`config.mk`:
```
export PLATFORM = sky130hd
export DESIGN_NAME = mdrop_rx_filter
export DESIGN_NICKNAME = d
export VERILOG_FILES = /design/src/rtl/mdrop_pkg.sv /design/src/rtl/mdrop_regs.sv /design/src/rtl/mdrop_classify.sv /design/src/rtl/mdrop_gate.sv /design/src/rtl/mdrop_irq.sv /design/src/rtl/mdrop_rx_filter.sv
export SDC_FILE = /design/constraint.sdc
export NUM_CORES = 1
export LEC_CHECK = 0
export BUFFER_PORTS_ARGS = -buffer_cell sky130_fd_sc_hd__buf_2
export CAP_MARGIN = 20
export CORE_ASPECT_RATIO = 0.8
export CORE_UTILIZATION = 35
export CTS_BUF_LIST = sky130_fd_sc_hd__clkbuf_16
export DETAILED_ROUTE_END_ITERATION = 10
export GPL_TIMING_DRIVEN = 0
export PLACE_DENSITY = 0.59
export SYNTH_ARGS = -nofsm -noshare
export SYNTH_HDL_FRONTEND = slang
export SYNTH_SLANG_ARGS = --single-unit
```
`constraint.sdc`:
```
create_clock -name clk -period 1.45 [get_ports clk]
set_clock_uncertainty 0.2 [all_clocks]
set_input_delay 0.2175 -clock clk [delete_from_list [all_inputs] [get_ports clk]]
set_output_delay 0.2175 -clock clk [all_outputs]
set_load 0.02 [all_outputs]
```
`src/rtl/mdrop_pkg.sv`:
```
package mdrop_pkg;
  // Register offsets; the mode offset is shared with modem status reads.
  localparam int OFF_FEAT = 2;
  localparam int OFF_STA  = 5;
  localparam int OFF_MODE = 6;

  typedef struct packed {
    logic [3:0] rsv_hi;
    logic       pol;
    logic       rsv_lo;
    logic       ame;
    logic       mde;
  } mode_t;

  localparam mode_t MODE_RST = '{rsv_hi: 4'h0, pol: 1'b1, rsv_lo: 1'b0, ame: 1'b0, mde: 1'b0};

  // Reserved bits are forced to zero on every write.
  function automatic mode_t mode_clean(input logic [7:0] w);
    mode_t m;
    m        = mode_t'(w);
    m.rsv_hi = 4'h0;
    m.rsv_lo = 1'b0;
    return m;
  endfunction

  // Address class: ninth bit equal to the polarity bit.
  function automatic logic char_is_addr(input logic bit9, input mode_t m);
    return m.mde && (bit9 == m.pol);
  endfunction

  function automatic logic filt_active(input mode_t m, input logic feat);
    return m.mde && m.ame && feat;
  endfunction
endpackage

```
`src/rtl/mdrop_regs.sv`:
```
module mdrop_regs
  import mdrop_pkg::*;
#(
  parameter int DATA_W = 8,
  parameter int ADDR_W = 3
) (
  input  logic              clk,
  input  logic              rst_n,
  input  logic              reg_wr,
  input  logic [ADDR_W-1:0] reg_addr,
  input  logic [DATA_W-1:0] reg_wdata,
  input  logic [DATA_W-1:0] msr_in,
  output logic [DATA_W-1:0] reg_rdata,
  output mode_t             mode,
  output logic              feat_en,
  output logic [DATA_W-1:0] station
);
  localparam logic [ADDR_W-1:0] A_FEAT = ADDR_W'(OFF_FEAT);
  localparam logic [ADDR_W-1:0] A_STA  = ADDR_W'(OFF_STA);
  localparam logic [ADDR_W-1:0] A_MODE = ADDR_W'(OFF_MODE);

  logic wr_mode, wr_sta, wr_feat;
  assign wr_mode = reg_wr && (reg_addr == A_MODE);
  assign wr_sta  = reg_wr && (reg_addr == A_STA);
  assign wr_feat = reg_wr && (reg_addr == A_FEAT);

  always_ff @(posedge clk or negedge rst_n) begin
    if (!rst_n) begin
      mode    <= MODE_RST;
      feat_en <= 1'b0;
      station <= '0;
    end else begin
      if (wr_mode) mode    <= mode_clean(reg_wdata[7:0]);
      if (wr_feat) feat_en <= reg_wdata[0];
      if (wr_sta)  station <= reg_wdata;
    end
  end

  always_comb begin
    reg_rdata = '0;
    unique case (reg_addr)
      A_FEAT:  reg_rdata = {{(DATA_W-1){1'b0}}, feat_en};
      A_STA:   reg_rdata = station;
      A_MODE:  reg_rdata = msr_in;
      default: reg_rdata = '0;
    endcase
  end
endmodule

```
`src/rtl/mdrop_classify.sv`:
```
module mdrop_classify
  import mdrop_pkg::*;
#(
  parameter int DATA_W = 8
) (
  input  logic [DATA_W-1:0] rx_data,
  input  logic              rx_bit9,
  input  mode_t             mode,
  input  logic              feat_en,
  input  logic [DATA_W-1:0] station,
  output logic              is_addr,
  output logic              filt_on,
  output logic              sta_match
);
  assign is_addr   = char_is_addr(rx_bit9, mode);
  assign filt_on   = filt_active(mode, feat_en);
  assign sta_match = (rx_data == station);
endmodule

```
`src/rtl/mdrop_gate.sv`:
```
module mdrop_gate #(
  parameter int DATA_W = 8
) (
  input  logic              clk,
  input  logic              rst_n,
  input  logic              rx_valid,
  input  logic [DATA_W-1:0] rx_data,
  input  logic              rx_full,
  input  logic              is_addr,
  input  logic              filt_on,
  input  logic              sta_match,
  output logic              push,
  output logic [DATA_W-1:0] push_data,
  output logic              push_is_addr,
  output logic              overrun,
  output logic              addr_hit,
  output logic              char_drop
);
  logic gate_open;  // last address seen in ninth-bit mode matched
  logic accept;
  logic take;

  assign accept    = !filt_on || (is_addr ? sta_match : gate_open);
  assign take      = rx_valid && accept;
  assign addr_hit  = take && is_addr;
  assign char_drop = rx_valid && !accept;

  always_ff @(posedge clk or negedge rst_n) begin
    if (!rst_n) begin
      gate_open    <= 1'b0;
      push         <= 1'b0;
      overrun      <= 1'b0;
      push_data    <= '0;
      push_is_addr <= 1'b0;
    end else begin
      if (rx_valid && is_addr) gate_open <= sta_match;
      push    <= take && !rx_full;
      overrun <= take && rx_full;
      if (take) begin
        push_data    <= rx_data;
        push_is_addr <= is_addr;
      end
    end
  end
endmodule

```
`src/rtl/mdrop_irq.sv`:
```
module mdrop_irq (
  input  logic clk,
  input  logic rst_n,
  input  logic addr_hit,
  input  logic irq_ack,
  output logic irq
);
  always_ff @(posedge clk or negedge rst_n) begin
    if (!rst_n) irq <= 1'b0;
    else        irq <= addr_hit || (irq && !irq_ack);
  end
endmodule

```
`src/rtl/mdrop_rx_filter.sv`:
```
module mdrop_rx_filter
  import mdrop_pkg::*;
#(
  parameter int DATA_W = 8,
  parameter int ADDR_W = 3
) (
  input  logic              clk,
  input  logic              rst_n,
  input  logic              reg_wr,
  input  logic [ADDR_W-1:0] reg_addr,
  input  logic [DATA_W-1:0] reg_wdata,
  output logic [DATA_W-1:0] reg_rdata,
  input  logic [DATA_W-1:0] msr_in,
  input  logic              rx_valid,
  input  logic [DATA_W-1:0] rx_data,
  input  logic              rx_bit9,
  input  logic              rx_full,
  output logic              push,
  output logic [DATA_W-1:0] push_data,
  output logic              push_is_addr,
  output logic              overrun,
  output logic              irq,
  input  logic              irq_ack
);
  mode_t             mode;
  logic              feat_en;
  logic [DATA_W-1:0] station;
  logic              is_addr, filt_on, sta_match;
  logic              addr_hit, char_drop;
  logic              mde;

  assign mde = mode.mde;

  mdrop_regs #(.DATA_W(DATA_W), .ADDR_W(ADDR_W)) u_regs (
    .clk(clk), .rst_n(rst_n), .reg_wr(reg_wr), .reg_addr(reg_addr),
    .reg_wdata(reg_wdata), .msr_in(msr_in), .reg_rdata(reg_rdata),
    .mode(mode), .feat_en(feat_en), .station(station)
  );

  mdrop_classify #(.DATA_W(DATA_W)) u_cls (
    .rx_data(rx_data), .rx_bit9(rx_bit9), .mode(mode), .feat_en(feat_en),
    .station(station), .is_addr(is_addr), .filt_on(filt_on), .sta_match(sta_match)
  );

  mdrop_gate #(.DATA_W(DATA_W)) u_gate (
    .clk(clk), .rst_n(rst_n), .rx_valid(rx_valid), .rx_data(rx_data),
    .rx_full(rx_full), .is_addr(is_addr), .filt_on(filt_on), .sta_match(sta_match),
    .push(push), .push_data(push_data), .push_is_addr(push_is_addr),
    .overrun(overrun), .addr_hit(addr_hit), .char_drop(char_drop)
  );

  mdrop_irq u_irq (
    .clk(clk), .rst_n(rst_n), .addr_hit(addr_hit), .irq_ack(irq_ack), .irq(irq)
  );
endmodule

```
[Word-level counts from Yosys, hierarchy flattened]
Cells that the tools add are included.
Cells by class
  reductions and logical operators: 17
  $mul: 0
  bitwise logic cells: 0
  mux-type cells: 2
  add/sub/neg operators: 0
  eq/ne operators: 5
  shifts and indexed selects: 0
  div/mod/pow operators: 0
  $lt $le $gt $ge: 0
Operator list (number)
  $pmux W8 S3: 1
  $logic_and A1 B1 Y1: 12
  $eq A8 B8 Y1: 1
  $eq A3 B3 Y1 const B: 2
  $eq A3 B2 Y1 const B: 1
  $logic_not A1 Y1: 3
  $logic_or A1 B1 Y1: 2
  $eq A1 B1 Y1: 1
  $mux W1: 1
Storage, ports and cells
  memories: 0
  input port bits: 34
  bits in latches: 0
  word-level logic and storage cells: 35
  RAM bits: 0
  register bits: 25
  ROM bits: 0

[Longest topological paths before layout]
Gate-level depths: netlist (run 1).
  depth after elaboration: 7
  gate-level depth with buffers: 5
  gate-level depth less buffers: 4

[Cells and area by module]
A second synthesis (run 1) with hierarchy kept.
Unflattened totals
  cells, all modules: 113
  area total of the unflattened synthesis: 1421.4 sq um
By module, submodules not included
  mdrop_regs: sequential area each 301.5 sq um, area an instance 775.7 sq um, instances 1, cells an instance 63
  mdrop_gate: sequential area each 300.3 sq um, area an instance 501.7 sq um, instances 1, cells an instance 33
  mdrop_classify: sequential area each 0.0 sq um, area an instance 107.6 sq um, instances 1, cells an instance 14
  mdrop_irq: sequential area each 25.0 sq um, area an instance 36.3 sq um, instances 1, cells an instance 3

[Least setup slack after synthesis (run 1)]
No wires, ideal clock.
  path kind: register -> register
  start point: reg u_regs.mode[3] (netlist name)
  end point: reg u_gate.push_data[0]
  path slack: -126 ps
  library setup time: 69 ps
  required time: 1181 ps
  cell stages (with the launch flop): 5
  data arrival time: 1307 ps
  cell sequence: dfstp_2 -> xor2_2 -> a22oi_4 -> mux2_2 -> nand3_1
On the way
  cells in the longest elaborated chain, start to end: 5
RTL lines
  $eq A1 B1 Y1: RTL line mdrop_pkg.sv:28  | return m.mde && (bit9 == m.pol);
  $logic_and A1 B1 Y1: RTL line mdrop_pkg.sv:28
  $mux W1: RTL line mdrop_gate.sv:23  | assign accept = !filt_on || (is_addr ? sta_match : gate_open);
  $logic_or A1 B1 Y1: RTL line mdrop_gate.sv:23
  $logic_and A1 B1 Y1: RTL line mdrop_gate.sv:24  | assign take = rx_valid && accept;
  end signal: assignment: RTL line mdrop_gate.sv:40  | push_data <= rx_data;
  end: declaration: RTL line mdrop_gate.sv:13  | output logic [DATA_W-1:0] push_data,
No other way between the ends.
A chain may end at the register's enable or synchronous reset.

[Final worst setup path (run 1)]
  start point: reg u_regs.mode[3] (netlist name)
  end point: reg u_gate.push_data[1]
On the way
  cells in the longest elaborated chain, start to end: 5
RTL lines (RTL line)
  $eq A1 B1 Y1: mdrop_pkg.sv:28
  $logic_and A1 B1 Y1: mdrop_pkg.sv:28
  $mux W1: mdrop_gate.sv:23
  $logic_or A1 B1 Y1: mdrop_gate.sv:23
  $logic_and A1 B1 Y1: mdrop_gate.sv:24
No other way between the ends.

==> out/results.ini, run 1 <==
[outcome]
status = finished with violations
violations = negative setup slack

[drt]
first_pass_iters = 4
wl_um = 3956
ant_nets = 0
vias_per_cell = 5.278
vias = 1441
drt-initial-drc-count = 59
wl_per_cell_um = 14.49
drcViolationCount = 0

[final_layout]
nets = 253
final_common_cell = buf_2
drive_gt1_frac = 0.5138
most-common-layout-cells = buf_2 (49), dfrtp_1 (24), mux2_2 (17)
n_antenna_cell = 0
fillers = 364
syn_to_final_growth_pct = 48.57
final_area_um2 = 2212

[sta]
slew-limit-headroom = 0.6318
grt_setup_unrepaired = true
setup_ws_ps = -237.5
drv_slew = 0
max_freq_mhz = 592.6
tightest_slew_ps = 552.4
min_period_over_period = 1.164
setup_viol = 21
min_period_ps = 1687
hold_violations = 0

[grt]
grt_overflow = 0
grt_usage = 0.1931
grt_max_degree = 26
antenna_found_initial = 0
grt_pass1_vias = 1414
grt_pass1_wl_um = 6423

[pwr]
switching_share = 0.3386
power_density_nw_per_um2 = 1168
power_frac_comb = 0.382
clkPwrFrac = 0.241
leakagePower_nw = 1.001
switchingPower_mw = 0.8751
internal_power_mw = 1.709
peakVddDrop_uv = 596.0
seqPwrFrac = 0.377

[clock_tree]
htreeDepth = 1
clock_sinks = 25
clockBufferDepth = 2
clock-root-buffer = clkbuf_16
clk_pin_slew_worst_paths_ps = 60
cts_buffers = 3
tritoncts = built
clk_latency_ps = 260

[setup_path]
worstRegToRegCells = 5
required_ps = 1450
end_kind = flip-flop
reg2reg_from = u_regs.mode[3]
critPathMaxStageDelay_ps = 570
crit_path_start_kind = flip-flop
worstPathMaxFanout = 10
r2r_end = u_gate.push_data[1]
crit_buf_inv = 1
rrSetupSlack_ps = -240
critPathKind = flip-flop to flip-flop
crit_slowest_cell = dfstp_2
crit_chain = xor2_4 -> a22oi_4 -> buf_12 -> mux2_2 -> nand3_1
worstPathArrival_ps = 1690
critPathTopFamily = flip-flops

[logic_synthesis]
yosys_warnings = 0
synth_area_um2 = 1489
yosys_register_bits = 25
syn_nets = 178
synth_seq_area_share = 0.4210
synth_cells = 144
postSynthAreaPerCell_um2 = 10.34
synth.distinct_cells = 27

[die]
dieArea_um2 = 4520
die_h_um = 60.34
io_pins = 54
rows = 20
chipWidth_um = 74.92
core_area_um2 = 3929
floorplan.initialDensity = 0.3790

[place]
pre_cts_ws_ps = -262.7
hpwl_um = 2826
placed_area_um2 = 1823
io_buffers = 53
gp_routability_congestion = 0.7410

[min_path]
min_path_type = input pin to flip-flop
hold_end = u_regs.station[1]
worstHoldPathCells = 2
min_from = reg_wdata[1]

[run]
cap_violations = 0

## metrics by stage
step	power, mW	util	hold WS, ps	TNS, ps	std cells
2_1_floorplan	1.500	-	-278.1	-1114	144
3_3_place_gp	1.736	0.4640	33.03	-2803	252
3_5_place_dp	1.771	0.4640	38.04	-3734	252
4_1_cts	2.534	0.5455	12.46	-2734	271
5_1_grt	2.733	0.5631	13.17	-3679	273
6_report	2.584	0.5631	8.039	-2666	273
## sequential cells by signal, indices dropped and copies added, names as in the netlist
register             flops
u_regs.station           8
u_gate.gate_open         1
u_regs.feat_en           1
u_gate.push_is_addr      1
u_irq.irq                1
u_gate.push              1
u_gate.push_data         8
u_gate.overrun           1
u_regs.mode              3
## power by group through the flow
| stage | Clock (mW) | Sequential [mW] | Combinational [mW] |
|---|---|---|---|
| finish | 0.622 | 0.975 | 0.987 |
| global route | 0.662 | 1.00 | 1.07 |
| CTS | 0.628 | 0.974 | 0.932 |
| detailed placement | 0 | 0.979 | 0.792 |
| global placement | 0 | 0.972 | 0.763 |
| floorplan | 0 | 1.03 | 0.466 |
## what timing repair did
action	in CTS	in global routing
hold endpoints to repair	31	0
gates resized for setup	25	17
buffers inserted	6	1
pin swaps	18	2
setup endpoints to repair	21	21
gates cloned	1	1
hold buffers	8	0
## layer usage
metal	GRT usage	share of wire	vias up	wire length [um]
met1	0.2372	0.44	682	1721
met2	0.3320	0.47	64	1874
met4	0.08625	0.016	0	63
met3	0.03821	0.075	8	297
met5	0	0	-	0
li1	-	-	687	-
## worst max-delay path by stage
| stage | startpoint | endpoint | slack, ps | cells past startpoint |
|---|---|---|---|---|
| 6_report | u_regs.mode[3] | u_gate.push_data[1] | -240 | 5 |
| 4_1_cts | u_regs.station[0] | reg_rdata[0] | -250 | 3 |
| 2_1_floorplan | u_regs.mode[3] | u_gate.push_data[0] | -130 | 4 |
| 5_1_grt | u_regs.mode[3] | u_gate.push_data[1] | -270 | 5 |
| 3_5_place_dp | u_regs.mode[3] | u_gate.push_data[4] | -260 | 4 |
| 3_3_place_gp | u_regs.mode[3] | u_gate.push_data[7] | -230 | 4 |
## synthesized netlist by cell type, drive strengths merged
| library cell | number | area share |
|---|---|---|
| mux2 | 20 | 0.15 |
| nor2 | 1 | 0.0076 |
| nand2 | 6 | 0.015 |
| o211ai | 8 | 0.040 |
| nand3 | 12 | 0.044 |
| a22oi | 8 | 0.050 |
| buf | 6 | 0.026 |
| nor2b | 10 | 0.042 |
| a22o | 2 | 0.012 |
| dfstp | 1 | 0.018 |
| inv | 9 | 0.023 |
| o22ai | 1 | 0.0042 |
| and4 | 2 | 0.012 |
| a21boi | 1 | 0.0050 |
| and2 | 1 | 0.0042 |
| xnor2 | 8 | 0.047 |
| xor2 | 1 | 0.011 |
| or2 | 1 | 0.0042 |
| clkbuf | 1 | 0.0025 |
| dfrtp | 24 | 0.40 |
| o21ai | 9 | 0.030 |
| nand4 | 10 | 0.042 |
| a21oi | 2 | 0.0067 |
## layout make-up
| class | count | area [um^2] | share of cell area |
|---|---|---|---|
| Tap cell | 55 | 68.82 | 0.03111 |
| Multi-Input combinational cell | 103 | 893.4 | 0.4038 |
| Clock inverter | 1 | 3.754 | 0.001697 |
| Sequential cell | 25 | 626.9 | 0.2834 |
| Timing Repair Buffer | 70 | 449.2 | 0.2031 |
| Inverter | 9 | 33.78 | 0.01527 |
| Clock buffer | 3 | 75.07 | 0.03394 |
| Buffer | 7 | 61.31 | 0.02771 |
## logic make-up after synthesis
logic type	after synthesis	share of synthesized area
simple gates	43	0.1706
flops	25	0.4210
compound gates	31	0.1479
xor+xnor	9	0.05799
buf+inv	16	0.05126
mux	20	0.1513
No activity file was read; power rests on OpenSTA's default activity.
==> inputs of run 2 (changes only) <==
CORE_UTILIZATION = 44   (was 35)
PLACE_DENSITY = 0.72   (was 0.59)
clock period = 1.4 ns   (was 1.45 ns; I/O delays follow)
==> run 2 against run 1 <==
The flow finishes with violations (negative hold slack, negative setup slack). Combinational power up 8%. First-iteration DRC count up 24%. Critical path depth down 2. Via count down 0.14%. Register-to-register slack worse by 40 ps. Final area up 0.57%. Global-route usage up 4.3 points. Largest cell class unchanged. Largest power group unchanged.
==> out/results.ini, run 2 (synthesized netlist as in run 1, its figures left out) <==
[outcome]
status = finished with violations  ; unchanged
violations = negative hold slack, negative setup slack  ; was negative setup slack

[sta]
min_period_over_period = 1.211
drv_slew = 0  ; unchanged
min_period_ps = 1696
hold_slack_ps = -3.758  ; was 8.039 ps
grt_setup_unrepaired = true  ; unchanged
tightest_slew_ps = 546.9  ; was 552.4 ps
setup_viol = 21  ; unchanged
setup_ws_ps = -295.8  ; was -237.5 ps
slew-limit-headroom = 0.6354  ; was 0.6318
hold_violations = 1  ; was 0
max_freq_mhz = 589.7

[drt]
wl_um = 4075  ; was 3956 um
first_pass_iters = 4  ; unchanged
drcViolationCount = 0  ; unchanged
wl_per_cell_um = 15.86  ; was 14.49 um
ant_nets = 0  ; unchanged
vias_per_cell = 5.599  ; was 5.278
drt-initial-drc-count = 73  ; was 59
vias = 1439  ; was 1441

[min_path]
hold_end = u_regs.station[4]  ; was u_regs.station[1]
min_path_type = input pin to flip-flop  ; unchanged
min_from = reg_wdata[4]  ; was reg_wdata[1]
worstHoldPathCells = 2  ; unchanged

[die]
rows = 18  ; was 20
dieArea_um2 = 3622  ; was 4520 um^2
core_area_um2 = 3153  ; was 3929 um^2
io_pins = 54  ; unchanged
die_h_um = 54.03  ; was 60.34 um
chipWidth_um = 67.04  ; was 74.92 um
floorplan.initialDensity = 0.4722  ; was 0.3790

[clock_tree]
clk_latency_ps = 260  ; about the same
cts_buffers = 3  ; unchanged
clockBufferDepth = 2  ; unchanged
clock_sinks = 25  ; unchanged
clk_pin_slew_worst_paths_ps = 60  ; about the same
clock-root-buffer = clkbuf_16  ; unchanged
htreeDepth = 1  ; unchanged
tritoncts = built  ; unchanged

[pwr]
peakVddDrop_uv = 542.2  ; was 596.0 uV
finalPower_mw = 2.714  ; was 2.584 mW
leakagePower_nw = 1.017  ; was 1.001 nW
power_density_nw_per_um2 = 1220  ; was 1168 nW/um^2

[setup_path]
reg2reg_from = u_regs.mode[3]  ; unchanged
end_kind = primary output  ; was flip-flop
worstPathArrival_ps = 1290  ; was 1690 ps
rrSetupSlack_ps = -280  ; was -240 ps
required_ps = 990  ; was 1450 ps
worstPathMaxFanout = 3  ; was 10
worstRegToRegCells = 5  ; unchanged
critPathKind = flip-flop to primary output  ; was flip-flop to flip-flop
crit_path_start_kind = flip-flop  ; unchanged
r2r_end = u_gate.push_data[0]  ; was u_gate.push_data[1]

[grt]
grt_pass1_vias = 1428  ; was 1414
grt_max_degree = 26  ; unchanged
antenna_found_initial = 0  ; unchanged
grt_pass1_wl_um = 6320  ; was 6423 um
grt_usage = 0.2362  ; was 0.1931
grt_overflow = 0  ; unchanged

[final_layout]
final_common_cell = buf_2  ; unchanged
multi_input_area_um2 = 922.1  ; was 893.4 um^2
syn_to_final_growth_pct = 49.41  ; was 48.57%
most-common-layout-cells = buf_2 (48), dfrtp_1 (22), mux2_2 (18)  ; was buf_2 (49), dfrtp_1 (24), mux2_2 (17)
n_antenna_cell = 0  ; unchanged
nets = 252  ; was 253
regArea_um2 = 629.4  ; was 626.9 um^2
fillers = 244  ; was 364
drive_gt1_frac = 0.5438  ; was 0.5138
reg_top3 = u_gate.push_data x8, u_regs.station x8, u_regs.mode x3  ; unchanged

[place]
hpwl_um = 2783  ; was 2826 um
gp_routability_congestion = 0.8108  ; was 0.7410
io_buffers = 53  ; unchanged

[run]
cap_violations = 0  ; unchanged

-- run 2: cell count changes in the layout (fill, tap and decap cells not counted), moves of 2 or more --
| cell | previous run | this run |
|---|---|---|
| xnor2_1 | 6 | 2 |
| nand3_1 | 9 | 7 |
| buf_6 | 7 | 9 |
| buf_4 | 11 | 9 |
| xnor2_2 | 2 | 6 |
| dfrtp_1 | 24 | 22 |
| dfrtp_2 | 0 | 2 |
| nand3_2 | 3 | 5 |
-- run 2: worst max-delay path by stage --
stage	slack (ps)	endpoint	from
floorplan	-180	u_gate.push_data[0]	u_regs.mode[3]
global placement	-270	u_gate.push_data[2]	u_regs.mode[3]
detailed placement	-320	u_gate.push_data[5]	u_regs.mode[3]
CTS	-290	reg_rdata[0]	u_regs.station[0]
global route	-370	u_gate.push_data[0]	u_regs.mode[3]
finish	-300	reg_rdata[0]	u_regs.station[0]
-- run 2: worst max-delay path: stages, from the launching register on --
cell     delay, ps
dfrtp_1        420
a22o_1         230
a22o_1         240
buf_6          140
-- run 2: area by class of cell --
type / count / share of cell area
multi-input combinational: 103 / 0.4145
sequential: 25 / 0.2829
timing repair buffer: 69 / 0.2008
clock buffer: 3 / 0.03375
buffer: 7 / 0.02868
tap: 40 / 0.02250
inverter: 9 / 0.01519
clock inverter: 1 / 0.001687
-- run 2: what timing repair did --
item,4_1_cts,5_1_grt
setup buffers,7,1
hold buffers,7,0
resized for setup,28,22
gates cloned,0,1
pin swaps,19,6
setup endpoints to repair,21,21
endpoints found under the hold margin,30,0
-- run 2: power breakdown --
part	switching [mW]	leakage, nW	total (mW)	internal [mW]
Combinational	0.533	0.687	1.07	0.538
Sequential	0.140	0.288	1.02	0.878
Clock	0.243	0.0423	0.625	0.382
-- run 2: stage by stage --
step	TNS [ps]	setup WS, ps	area [um^2]	utilization	std cells
global route	-5005	-365.8	2225	0.7056	257
finish	-3752	-295.8	2225	0.7056	257
global placement	-3704	-271.1	1804	0.5722	237
floorplan	-1755	-175.8	1489	-	144
detailed placement	-5459	-316.8	1804	0.5722	237
CTS	-3680	-288.9	2117	0.6714	255
-- run 2: metal layers --
| metal | global-route usage | part of all wire | wire, um | vias up |
|---|---|---|---|---|
| met5 | 0 | 0 | 0 | - |
| met4 | 0.04965 | 0.0083 | 34 | 0 |
| met3 | 0.04873 | 0.065 | 266 | 4 |
| met2 | 0.4233 | 0.51 | 2075 | 66 |
| met1 | 0.2942 | 0.42 | 1698 | 693 |
| li1 | - | - | - | 676 |
